`src/rtl/gfr_pkg.sv`:
```
package gfr_pkg;
  // Abstract states of the reduced recognizer.
  typedef enum logic [2:0] {
    ST_IDLE    = 3'd0,  // waiting for first bit of a frame
    ST_LEAD0   = 3'd1,  // first bit was 0
    ST_LEAD1   = 3'd2,  // first bit was 1
    ST_PAIR_EQ = 3'd3,  // first two bits equal
    ST_PAIR_NE = 3'd4,  // first two bits differ
    ST_MISS    = 3'd5,  // three bits seen, no match possible
    ST_CAND    = 3'd6   // three bits seen, a trailing 0 matches
  } gfr_st_e;

  localparam int NUM_ST = 7;

  // Width of the state register for a given encoding style.
  function automatic int code_width(input int style);
    return (style == 1) ? (NUM_ST - 1) : $clog2(NUM_ST);
  endfunction
endpackage

```
`src/rtl/gfr_next.sv`:
```
module gfr_next
  import gfr_pkg::*;
(
  input  gfr_st_e cur_st,
  input  logic    take,
  input  logic    din,
  output gfr_st_e nxt_st,
  output logic    hit
);
  always_comb begin
    nxt_st = cur_st;
    hit    = 1'b0;
    if (take) begin
      unique case (cur_st)
        ST_IDLE:    nxt_st = din ? ST_LEAD1 : ST_LEAD0;
        ST_LEAD0:   nxt_st = din ? ST_PAIR_NE : ST_PAIR_EQ;
        ST_LEAD1:   nxt_st = din ? ST_PAIR_EQ : ST_PAIR_NE;
        ST_PAIR_EQ: nxt_st = ST_MISS;
        ST_PAIR_NE: nxt_st = din ? ST_CAND : ST_MISS;
        ST_MISS:    nxt_st = ST_IDLE;
        ST_CAND: begin
          nxt_st = ST_IDLE;
          hit    = ~din;
        end
        default:    nxt_st = ST_IDLE;
      endcase
    end
  end
endmodule

```
`src/rtl/gfr_state_reg.sv`:
```
module gfr_state_reg
  import gfr_pkg::*;
#(
  parameter int STYLE = 0,
  parameter int SW    = code_width(STYLE)
) (
  input  logic          clk,
  input  logic          rst,
  input  gfr_st_e       d_st,
  output gfr_st_e       q_st,
  output logic [SW-1:0] code_q
);
  logic [SW-1:0] code_d;

  generate
    if (STYLE == 1) begin : g_zero_hot
      // Start is all zeros; state k (k >= 1) sets bit k-1.
      always_comb begin
        for (int i = 0; i < SW; i++) begin
          code_d[i] = (d_st == gfr_st_e'(3'(i + 1)));
        end
      end
      always_comb begin
        q_st = ST_IDLE;
        for (int i = 0; i < SW; i++) begin
          if (code_q[i]) q_st = gfr_st_e'(3'(i + 1));
        end
      end
    end else begin : g_binary
      assign code_d = SW'(d_st);
      assign q_st   = gfr_st_e'(3'(code_q));
    end
  endgenerate

  always_ff @(posedge clk) begin
    if (rst) code_q <= '0;
    else     code_q <= code_d;
  end
endmodule

```
`src/rtl/gfr_recognizer.sv`:
```
module gfr_recognizer
  import gfr_pkg::*;
#(
  parameter int ENC_STYLE = 0
) (
  input  logic clk,
  input  logic rst,
  input  logic bit_valid,
  output logic bit_ready,
  input  logic bit_data,
  output logic match_o
);
  localparam int SW = code_width(ENC_STYLE);

  gfr_st_e       cur_st;
  gfr_st_e       nxt_st;
  logic [SW-1:0] st_code;
  logic          ready_q;
  logic          take;

  always_ff @(posedge clk) begin
    if (rst) ready_q <= 1'b0;
    else     ready_q <= 1'b1;
  end

  assign bit_ready = ready_q;
  assign take      = bit_valid & ready_q;

  gfr_next u_next (
    .cur_st (cur_st),
    .take   (take),
    .din    (bit_data),
    .nxt_st (nxt_st),
    .hit    (match_o)
  );

  gfr_state_reg #(.STYLE(ENC_STYLE), .SW(SW)) u_state (
    .clk    (clk),
    .rst    (rst),
    .d_st   (nxt_st),
    .q_st   (cur_st),
    .code_q (st_code)
  );
endmodule

```
`config.mk`:
```
export PLATFORM = sky130hd
export DESIGN_NAME = gfr_recognizer
export DESIGN_NICKNAME = d
export VERILOG_FILES = /design/src/rtl/gfr_pkg.sv /design/src/rtl/gfr_next.sv /design/src/rtl/gfr_state_reg.sv /design/src/rtl/gfr_recognizer.sv
export SDC_FILE = /design/constraint.sdc
export NUM_CORES = 1
export LEC_CHECK = 0
export ABC_AREA = 1
export CAP_MARGIN = 20
export CORE_AREA = 5 5 42 44
export CTS_CLUSTER_DIAMETER = 200
export DETAILED_ROUTE_END_ITERATION = 10
export DIE_AREA = 0 0 47 49
export DONT_BUFFER_PORTS = 1
export GPL_ROUTABILITY_DRIVEN = 0
export PLACE_DENSITY = 0.4
export SYNTH_ARGS = -nofsm -noshare
export SYNTH_HDL_FRONTEND = slang
export SYNTH_SLANG_ARGS = --single-unit
```
`constraint.sdc`:
```
create_clock -name clk -period 0.8 [get_ports clk]
set_input_delay 0.04 -clock clk [delete_from_list [all_inputs] [get_ports clk]]
set_output_delay 0.04 -clock clk [all_outputs]
set_load 0.02 [all_outputs]
```
## After elaboration in Yosys (flattened, before gate mapping)

Cells that the tools add are included.

- Flip-flop bits (word level): 4
- Input port bits: 4

- Equality and inequality tests: 5
- Muxes and demuxes: 8
- Bitwise gates (word level): 2
- Reductions and logical operators: 1

Operators with widths:

| cell | count |
|---|---|
| $pmux W3 S5 | 1 |
| $eq A3 B2 Y1 const B | 2 |
| $eq A3 B3 Y1 const B | 2 |
| $mux W3 | 2 |
| $mux W2 | 2 |
| $eq A3 B1 Y1 const B | 1 |
| $logic_not A3 Y1 | 1 |
| $mux W1 | 3 |
| $and A1 B1 Y1 | 1 |
| $not A1 Y1 | 1 |

## Depth between registers and ports, before layout

Gate-level depths: netlist of run 1.

- Depth in word-level cells: 3
- Gate-level depth with buffers: 7
- Gate-level depth less buffers: 7

## Modules after synthesis

Synthesis of run 1 repeated with hierarchy kept, for this count alone.

- Cells, all modules: 41
- Area total of the unflattened synthesis: 239.0 um^2

By module, submodules not included:

| module | instances | cells an instance | area an instance (um^2) | sequential area each (um^2) |
|---|---|---|---|---|
| gfr_state_reg | 1 | 12 | 105.1 | 60.1 |
| gfr_next | 1 | 25 | 102.6 | 0.0 |
| gfr_recognizer | 1 | 4 | 31.3 | 20.0 |

## Least setup slack after synthesis of run 1

OpenSTA, ideal clock, no wires.

- Path type: register -> output
- Start point: register ready_q (netlist: bit_ready)
- End point: output port match_o
- Data arrival time: 1.249 ns
- Required time: 0.760 ns
- Slack: -0.489 ns
- Cell stages (with the launch flop): 3
- Path buffers: 0
- Cell sequence: dfxtp_1 nand2_1 nor4_1

- Longest elaborated chain between the ends: 2

RTL lines:

| element | RTL line | RTL |
|---|---|---|
| start, declared | gfr_recognizer.sv:18 | `logic ready_q;` |
| start signal, assigned | gfr_recognizer.sv:22 | `if (rst) ready_q <= 1'b0;` |
| start signal, assigned | gfr_recognizer.sv:23 | `else ready_q <= 1'b1;` |
| $and A1 B1 Y1 | gfr_recognizer.sv:27 | `assign take = bit_valid & ready_q;` |
| $mux W1 | gfr_next.sv:13 | `if (take) begin` |
| end, declared | gfr_recognizer.sv:11 | `output logic match_o` |

No other way between the ends.

## Worst setup path after layout of run 1

- Start point: register u_state.code_q[0]
- End point: output port match_o

- Longest elaborated chain between the ends: 3

RTL lines:

| element | RTL line | RTL |
|---|---|---|
| start, declared | gfr_state_reg.sv:11 | `output logic [SW-1:0] code_q` |
| start signal, assigned | gfr_state_reg.sv:37 | `else code_q <= code_d;` |
| $eq A3 B3 Y1 | gfr_next.sv:14 | `unique case (cur_st)` |
| $mux W1 | gfr_next.sv:14 |  |
| $mux W1 | gfr_next.sv:13 |  |

No other way between the ends.

==> impl_metrics.toml, run 1 <==
[grt]
antenna_found_initial = 0
grt_pass1_vias = 203
track_usage_pct = 5.77
grt.overflow.total = 0
grt_start_max_net_pins = 5
grt_pass1_wl_um = 828

[critical_path]
r2r_setup_slack_ns = -0.22
crit_type = "reg -> out"
worstPathMaxFanout = 2
timing.critical_path.to = "match_o"
cp-end-kind = "primary output"
startpoint = "u_state.code_q[0]$_SDFFE_PP0P_"
r2r_cells = 8
worstReg2RegStart = "u_state.code_q[0]$_SDFFE_PP0P_"
critPathArrivalTime_ns = 0.99
r2r_end = "u_state.code_q[2]$_SDFFE_PP0P_"
worstPathRequired_ns = 0.76
startpoint_type = "flop"

[timing]
hold_violations = 0
layout_min_cycle_time_ns = 1.03
slew_headroom_pct = 88.3
hold_ws_ns = 0.0225
timing.fmax_mhz = 967
worst_pin_slew_ns = 0.175
setup_viol = 4
maxSlewViolCount = 0
fin_ws_ns = -0.234
skew_ns = 0.00450
tns_ns = -0.828
finalCritPeriodShare_pct = 129
rsz0062_at_grt = "yes"

[floorplan]
die_w_um = 47
num_rows = 14
dieArea_um2 = 2300
die_h_um = 49
core_um2 = 1400
io_pins = 6
initial_core_util_pct = 14.0

[drt]
route.met3.wl_um = 29
drt_wl_total_um = 523
drt_iter0_drc = 0
routedWlPerCell_um = 8.72
highest_layer = "met4"
vias = 233
ant_nets = 0
route.met2.wl_um = 240
dr.pass1.iters = 1
drc_errors = 0
via_per_inst = 3.88
met1_length_um = 242

[yosys]
yosys-top-cells-area = "dfxtp_1 (41%), nand2_1 (21%), a21oi_1 (10%)"
syn_inst = 32
avgSynthCellArea_um2 = 6.14
synth_area_um2 = 196
synth_warnings = 0
synth_top_area_share_pct = 40.8
yosysTopAreaCell = "dfxtp_1"
ys_types = 9
synth_fp_nets = 36
synth-seq-cells = 4
synth_seq_area_share_pct = 40.8

[clocking]
clock-sinks = 4
clkTransAtPathRegs_ns = 0.04
clock_path_buffers = 2
insertion_delay_ns = 0.23
cts_tree = "done"
h-tree-depth = 1
cts_root_buf = "clkbuf_4"
numCtsBuffers = 3

[run_status]
status = "finished, violations left"
violations = "negative setup slack"

[layout]
register_area_um2 = 88.8
antenna_cells = 0
final_cells = 60
drive_gt1_share_pct = 50.0
syn_to_final_growth_pct = 89.8
num-nets-final = 49
n_fill_cell = 162
multi_input_comb_area_um2 = 140

[flow_run]
timing.max_cap.violations = 0

[power]
powerDensity_nw_per_um2 = 1620
leakagePower_nw = 0.176
ir_drop_mv = 0.582

[place]
placed_cells = 51
portBuffers = 0
post-dp-hpwl_um = 400

[hold_path]
hp-class = "in -> reg"
logic make-up (layout without fill, tap and decap cells):
kind of cell | count (synthesis) | in the layout | synth area share (%)
buffers and inverters | 7 | 19 | 13.4
AOI/OAI and AO/OA | 7 | 7 | 17.8
and+or+nand+nor | 14 | 14 | 28.0
DFF | 4 | 4 | 40.8
flip-flops by register name (all words and copies together) (netlist names):
register / count
bit_ready: 1
u_state.code_q: 3
worst min-delay path by stage:
stage               cells past startpoint       from                        endpoint  slack, ns
finish                                  3  bit_valid  u_state.code_q[0]$_SDFFE_PP0P_       0.02
global route                            3  bit_valid  u_state.code_q[0]$_SDFFE_PP0P_       0.03
detailed placement                      1        rst               bit_ready$_DFF_P_       0.11
floorplan                               1        rst               bit_ready$_DFF_P_       0.10
global placement                        1        rst               bit_ready$_DFF_P_       0.12
CTS                                     3  bit_valid  u_state.code_q[0]$_SDFFE_PP0P_       0.02
synth_stat cells:
cell and count:
inv_1 5, nor4_1 1, inv_2 2, a21oi_1 4, nand2_1 11, nor2_1 2
o21ai_0 2, dfxtp_1 4, o21ai_1 1
stage by stage:
stage	cell area (µm²)	util [%]	setup WS, ns	total power, mW
final	373	26.6	-0.234	0.605
after CTS	340	24.3	-0.251	0.600
after floorplan	224	-	-0.000616	0.278
after detailed placement	267	19.0	-0.0419	0.296
after global placement	267	19.0	-0.0417	0.296
after global routing	373	26.6	-0.323	0.653
placed cells by master (no fill, tap or decap):
master	count
nand2_2	2
clkbuf_4	3
nor2_1	2
nor4_4	1
nand2_1	7
o21ai_0	1
dfxtp_4	2
inv_2	2
nand2_4	2
o21ai_1	1
dfxtp_1	1
buf_4	5
o21ai_4	1
a21oi_2	1
inv_4	1
dfxtp_2	1
clkbuf_1	1
a21oi_1	3
inv_1	4
dlygate4sd3_1	2
buf_6	1
power breakdown:
group	internal (mW)	switching [mW]	leakage, nW
Sequential	0.211	0.00925	0.0344
Combinational	0.0548	0.0638	0.127
Clock	0.187	0.0786	0.0150
Total	0.453	0.152	0.176
final cells by class:
class	count	share of cell area (%)
tap	16	5.37
timing repair buffer	8	18.5
sequential	4	23.8
multi-input combinational	21	37.6
inverter	7	7.72
clock buffer	4	7.05
worst max-delay path: stages, from the launching register on:
cell and delay [ns]:
dfxtp_4 0.34, nor4_4 0.25, buf_4 0.17
metal layers:
layer	track usage [%]	vias to the layer above
met2	6.33	4
met3	5.54	2
met5	0	-
li1	-	123
met4	5.53	0
met1	5.93	104
what timing repair did:
action / 4_1_cts / 5_1_grt
hold endpoints to repair: 4 / 0
setup endpoints to repair: 4 / 4
pin swaps: 2 / 4
setup buffers: 2 / 1
gates resized for setup: 6 / 6
hold buffers: 2 / 0
gates cloned: 0 / 0
Power figures use the tool's default switching activity.
==> run 2, diff against run 1 <==
==> constraint.sdc (replaced) <==
create_clock -name clk -period 0.8 [get_ports clk]
set_input_delay 0.16 -clock clk [delete_from_list [all_inputs] [get_ports clk]]
set_output_delay 0.16 -clock clk [all_outputs]
set_load 0.02 [all_outputs]
==> impl_metrics.toml, run 2 (synthesis results as in run 1) <==
[run_status]
status = "finished, violations left"
violations = "negative setup slack"

[layout]
syn_to_final_growth_pct = 80.9
final_common_cell = "nand2_1"
max_flop_register = "u_state.code_q"
antenna_cells = 0
fin_util_pct = 25.4
num-nets-final = 47
largest_reg_flops = 3
n_fill_cell = 169
final_cell_mix = "nand2_1 (6), inv_1 (4)"
drive_gt1_share_pct = 54.8

[grt]
grt_start_max_net_pins = 5
grt.met2_usage_pct = 8.37
grt_pass1_vias = 230
met3_usage_pct = 2.95
busiest_layer = "met2"
antenna_found_initial = 0
track_usage_pct = 4.99
grt.overflow.total = 0
grt_pass1_wl_um = 772
globalRouteMet1Util_pct = 3.06

[flow_run]
timing.max_cap.violations = 0

[timing]
layout_min_cycle_time_ns = 1.16
timing.fmax_mhz = 864
hold_violations = 0
hold_ws_ns = 0.0624
slew_headroom_pct = 85.3
worst_pin_slew_ns = 0.218
fin_ws_ns = -0.357
finalCritPeriodShare_pct = 145
maxSlewViolCount = 0
setup_viol = 5
skew_ns = 0.00434
rsz0062_at_grt = "yes"

[place]
portBuffers = 0
pre_cts_slack_ns = -0.141

[hold_path]
hold_depth = 3
hold_end = "u_state.code_q[2]$_SDFFE_PP0P_"
min_from = "rst"
hp-class = "in -> reg"

[clocking]
numCtsBuffers = 3
h-tree-depth = 1
clock-sinks = 4
insertion_delay_ns = 0.24
clock_path_buffers = 2
clkTransAtPathRegs_ns = 0.04
cts_tree = "done"
cts_root_buf = "clkbuf_4"

[power]
power_frac_comb_pct = 18.5
ir_drop_mv = 0.593
internal_power_mw = 0.449
power_mw = 0.614
power_frac_clock_pct = 45.4
leakagePower_nw = 0.167
p_sw_mw = 0.165
p_sw_share_pct = 26.9
p_seq_share_pct = 36.1
powerDensity_nw_per_um2 = 1730

[floorplan]
initial_core_util_pct = 14.0
die_w_um = 47
core_um2 = 1400
num_rows = 14
dieArea_um2 = 2300
die_h_um = 49
io_pins = 6

[critical_path]
r2r_end = "u_state.code_q[2]$_SDFFE_PP0P_"
r2r_setup_slack_ns = -0.23
slowest_stage = "dfxtp_4"
slowest_delay_ns = 0.34
critPathArrivalTime_ns = 1.00
worstPathMaxFanout = 2
crit_type = "reg -> out"
startpoint_type = "flop"
cp-end-kind = "primary output"
r2r_cells = 8
worstReg2RegStart = "u_state.code_q[0]$_SDFFE_PP0P_"
worstPathRequired_ns = 0.64
path_cells = "nor4_4 -> buf_4"
cp.buffers_inverters = 1
crit_family = "flip-flops"

[drt]
routedWlPerCell_um = 9.71
drt_wl_total_um = 563
drc_errors = 0
dr.pass1.iters = 4
drt_iter0_drc = 2
via_per_inst = 3.91
vias = 227
ant_nets = 0
[run 2: cell count changes in the layout (fill, tap and decap cells not counted), sizes merged]
cell / previous run / this run
buf: 6 / 5
dlygate4sd3: 2 / 1
[run 2: per-stage QoR]
step / instance area [µm²] / cells / TNS [ns]
floorplan: 228 / 32 / -0.0891
global placement: 270 / 51 / -0.265
detailed placement: 270 / 51 / -0.251
CTS: 324 / 57 / -0.749
global route: 355 / 58 / -1.37
finish: 355 / 58 / -1.08
[run 2: worst max path at each step]
stage	from	end	slack (ns)	depth (start not counted)
finish	u_state.code_q[0]$_SDFFE_PP0P_	match_o	-0.36	2
global route	u_state.code_q[0]$_SDFFE_PP0P_	match_o	-0.40	2
CTS	u_state.code_q[0]$_SDFFE_PP0P_	match_o	-0.37	2
detailed placement	u_state.code_q[1]$_SDFFE_PP0P_	match_o	-0.14	3
floorplan	u_state.code_q[2]$_SDFFE_PP0P_	match_o	-0.09	2
global placement	u_state.code_q[1]$_SDFFE_PP0P_	match_o	-0.13	3
[run 2: layout make-up]
| cell class | count | area, µm² | share of cell area [%] |
|---|---|---|---|
| inverters | 7 | 28.8 | 8.10 |
| repair buffers | 6 | 55.1 | 15.5 |
| multi-input cells | 21 | 135 | 38.0 |
| flip-flops and latches | 4 | 90.1 | 25.4 |
| clock buffers | 4 | 26.3 | 7.39 |
| well taps | 16 | 20.0 | 5.63 |
[run 2: what timing repair did]
action,CTS,global route
hold buffers,1,0
gates resized for setup,5,7
setup buffers,1,1
endpoints found under the hold margin,1,0
pin swaps,1,2
setup endpoints to repair,5,5
[run 2: layer usage]
metal	part of all wire, %	vias up
met4	2.7	0
met5	0	-
met2	61	7
li1	-	117
met1	31	99
met3	5.0	4
[run 2: worst min-delay path, cell delays in order]
cell and delay (ns):
a21oi_1 0.02, nand2_1 0.05, inv_1 0.03
[run 2: power by group through the flow]
stage | clock network [mW] | registers, mW | logic [mW]
2_1_floorplan | 0 | 0.229 | 0.0509
3_3_place_gp | 0 | 0.226 | 0.0721
3_5_place_dp | 0 | 0.227 | 0.0700
4_1_cts | 0.286 | 0.221 | 0.0863
5_1_grt | 0.301 | 0.223 | 0.124
6_report | 0.279 | 0.221 | 0.113
==> run 3, diff against run 2 <==
- ABC_AREA: 1 -> not set
==> impl_metrics.toml, run 3 <==
[run_status]
status = "finished, violations left"
violations = "negative setup slack"

[layout]
drive_gt1_share_pct = 52.8
syn_to_final_growth_pct = 84.2
max_flop_register = "u_state.code_q"
final_common_cell = "buf_4"
fin_util_pct = 26.0
final_cells = 52
final_cell_mix = "buf_4 (6), a21oi_1 (3), dfxtp_4 (3), clkbuf_4 (3)"
num-nets-final = 42
antenna_cells = 0
post-route-cell-area_um2 = 364
largest_reg_flops = 3

[yosys]
avgSynthCellArea_um2 = 8.24
synth-seq-cells = 4
synth_area_um2 = 198
yosysTopAreaCell = "dfxtp_1"
synth_edf_count = 0
synthTopCellsByCount = "dfxtp_1 (4), a21oi_1 (3), nor3_1 (3), nor2_1 (2), o21ai_0 (2)"
yosysMostFrequentCell = "dfxtp_1"
synth_top_area_share_pct = 40.5
synth_seq_area_share_pct = 40.5
synth_warnings = 0
synth_fp_nets = 28
ys_types = 15
yosys-top-cells-area = "dfxtp_1 (41%), a21oi_1 (7.6%), nor3_1 (7.6%)"
syn_inst = 24
synthArstFlopShare_pct = 0
synth_ff_type = "dfxtp_1"

[clocking]
cts_root_buf = "clkbuf_4"
insertion_delay_ns = 0.23
clock_path_buffers = 2
clock-sinks = 4
numCtsBuffers = 3
h-tree-depth = 1
clkTransAtPathRegs_ns = 0.04
cts_tree = "done"

[floorplan]
die_w_um = 47
core_um2 = 1400
initial_core_util_pct = 14.1
num_rows = 14
die_h_um = 49
io_pins = 6
dieArea_um2 = 2300

[drt]
via_per_inst = 4.48
vias = 233
ant_nets = 0
routedWlPerCell_um = 10.2
drt_iter0_drc = 3
drt_wl_total_um = 530
dr.pass1.iters = 4
drc_errors = 0

[timing]
fin_ws_ns = -0.344
timing.fmax_mhz = 874
rsz0062_at_grt = "yes"
slew_headroom_pct = 82.0
maxSlewViolCount = 0
worst_pin_slew_ns = 0.270
layout_min_cycle_time_ns = 1.14
finalCritPeriodShare_pct = 143
skew_ns = 0.00464
setup_viol = 5
hold_violations = 0

[critical_path]
worstPathMaxFanout = 2
startpoint_type = "flop"
crit_type = "reg -> out"
worstPathRequired_ns = 0.64
cp-end-kind = "primary output"
critPathArrivalTime_ns = 0.98

[grt]
grt_start_max_net_pins = 8
antenna_found_initial = 0
grt_pass1_vias = 229
grt_pass1_wl_um = 910
grt.overflow.total = 0
track_usage_pct = 5.85

[power]
leakagePower_nw = 0.147
powerDensity_nw_per_um2 = 1510
ir_drop_mv = 0.807

[place]
placed_cells = 42
post-dp-hpwl_um = 358
pre_cts_slack_ns = -0.219
portBuffers = 0
postPlaceCellArea_um2 = 260

[hold_path]
hp-class = "in -> reg"

[flow_run]
timing.max_cap.violations = 0
-- run 3: metal layers --
layer  up-vias  share of wire [%]  global-route usage (%)
li1        119                  -                       -
met1       106                 39                    5.93
met2         8                 51                    7.69
met3         0                 11                    4.80
met4         0                  0                    4.15
met5         -                  0                       0
-- run 3: cell type report --
type	count	area [µm²]
clock buffer	3	22.5
sequential	4	92.6
multi-input combinational	19	148
timing repair buffer	9	77.6
fill	160	1040
inverter	1	3.75
tap	16	20.0
-- run 3: kinds of logic (layout without fill, tap and decap cells) --
kind of cell           after synthesis  count (layout)  synth area share [%]
AND/OR/NAND/NOR                     11              11                  32.3
AO/OA/AOI/OAI                        7               7                  20.3
flip-flops                           4               4                  40.5
multiplexers                         1               1                  5.06
buffers and inverters                1              13                  1.90
-- run 3: final timing paths --
check / from / end / slack [ns] / cells after the start
max: bit_ready$_DFF_P_ / match_o / -0.34 / 2
min: bit_valid / u_state.code_q[1]$_SDFFE_PP0P_ / 0.14 / 2
max reg2reg: bit_ready$_DFF_P_ / u_state.code_q[2]$_SDFFE_PP0P_ / -0.25 / 4
min reg2reg: u_state.code_q[0]$_SDFFE_PP0P_ / u_state.code_q[0]$_SDFFE_PP0P_ / 0.62 / 3
-- run 3: repair_timing --
action | CTS | global route
setup buffers | 3 | 3
resized for setup | 5 | 1
pin swaps | 7 | 2
hold buffers | 1 | 0
endpoints found under the hold margin | 4 | 0
endpoints found under the setup margin | 5 | 5
-- run 3: worst max-delay path: stages (launching register included) --
cell and delay, ns:
dfxtp_4 0.33, nand4_1 0.16, nor3_4 0.27
-- run 3: through the flow --
stage	hold slack, ns	TNS (ns)	total power, mW
CTS	0.126	-1.30	0.557
floorplan	0.216	-0.474	0.260
detailed placement	0.218	-0.763	0.276
global route	0.151	-1.39	0.587
global placement	0.220	-0.693	0.276
finish	0.137	-1.21	0.550
-- run 3: power by group --
group          internal (mW)  total, mW  leakage [nW]  switching [mW]
Sequential             0.208      0.215        0.0352         0.00678
Combinational         0.0524     0.0933        0.0983          0.0409
Clock                  0.167      0.242        0.0138          0.0750
Total                  0.427      0.550         0.147           0.123
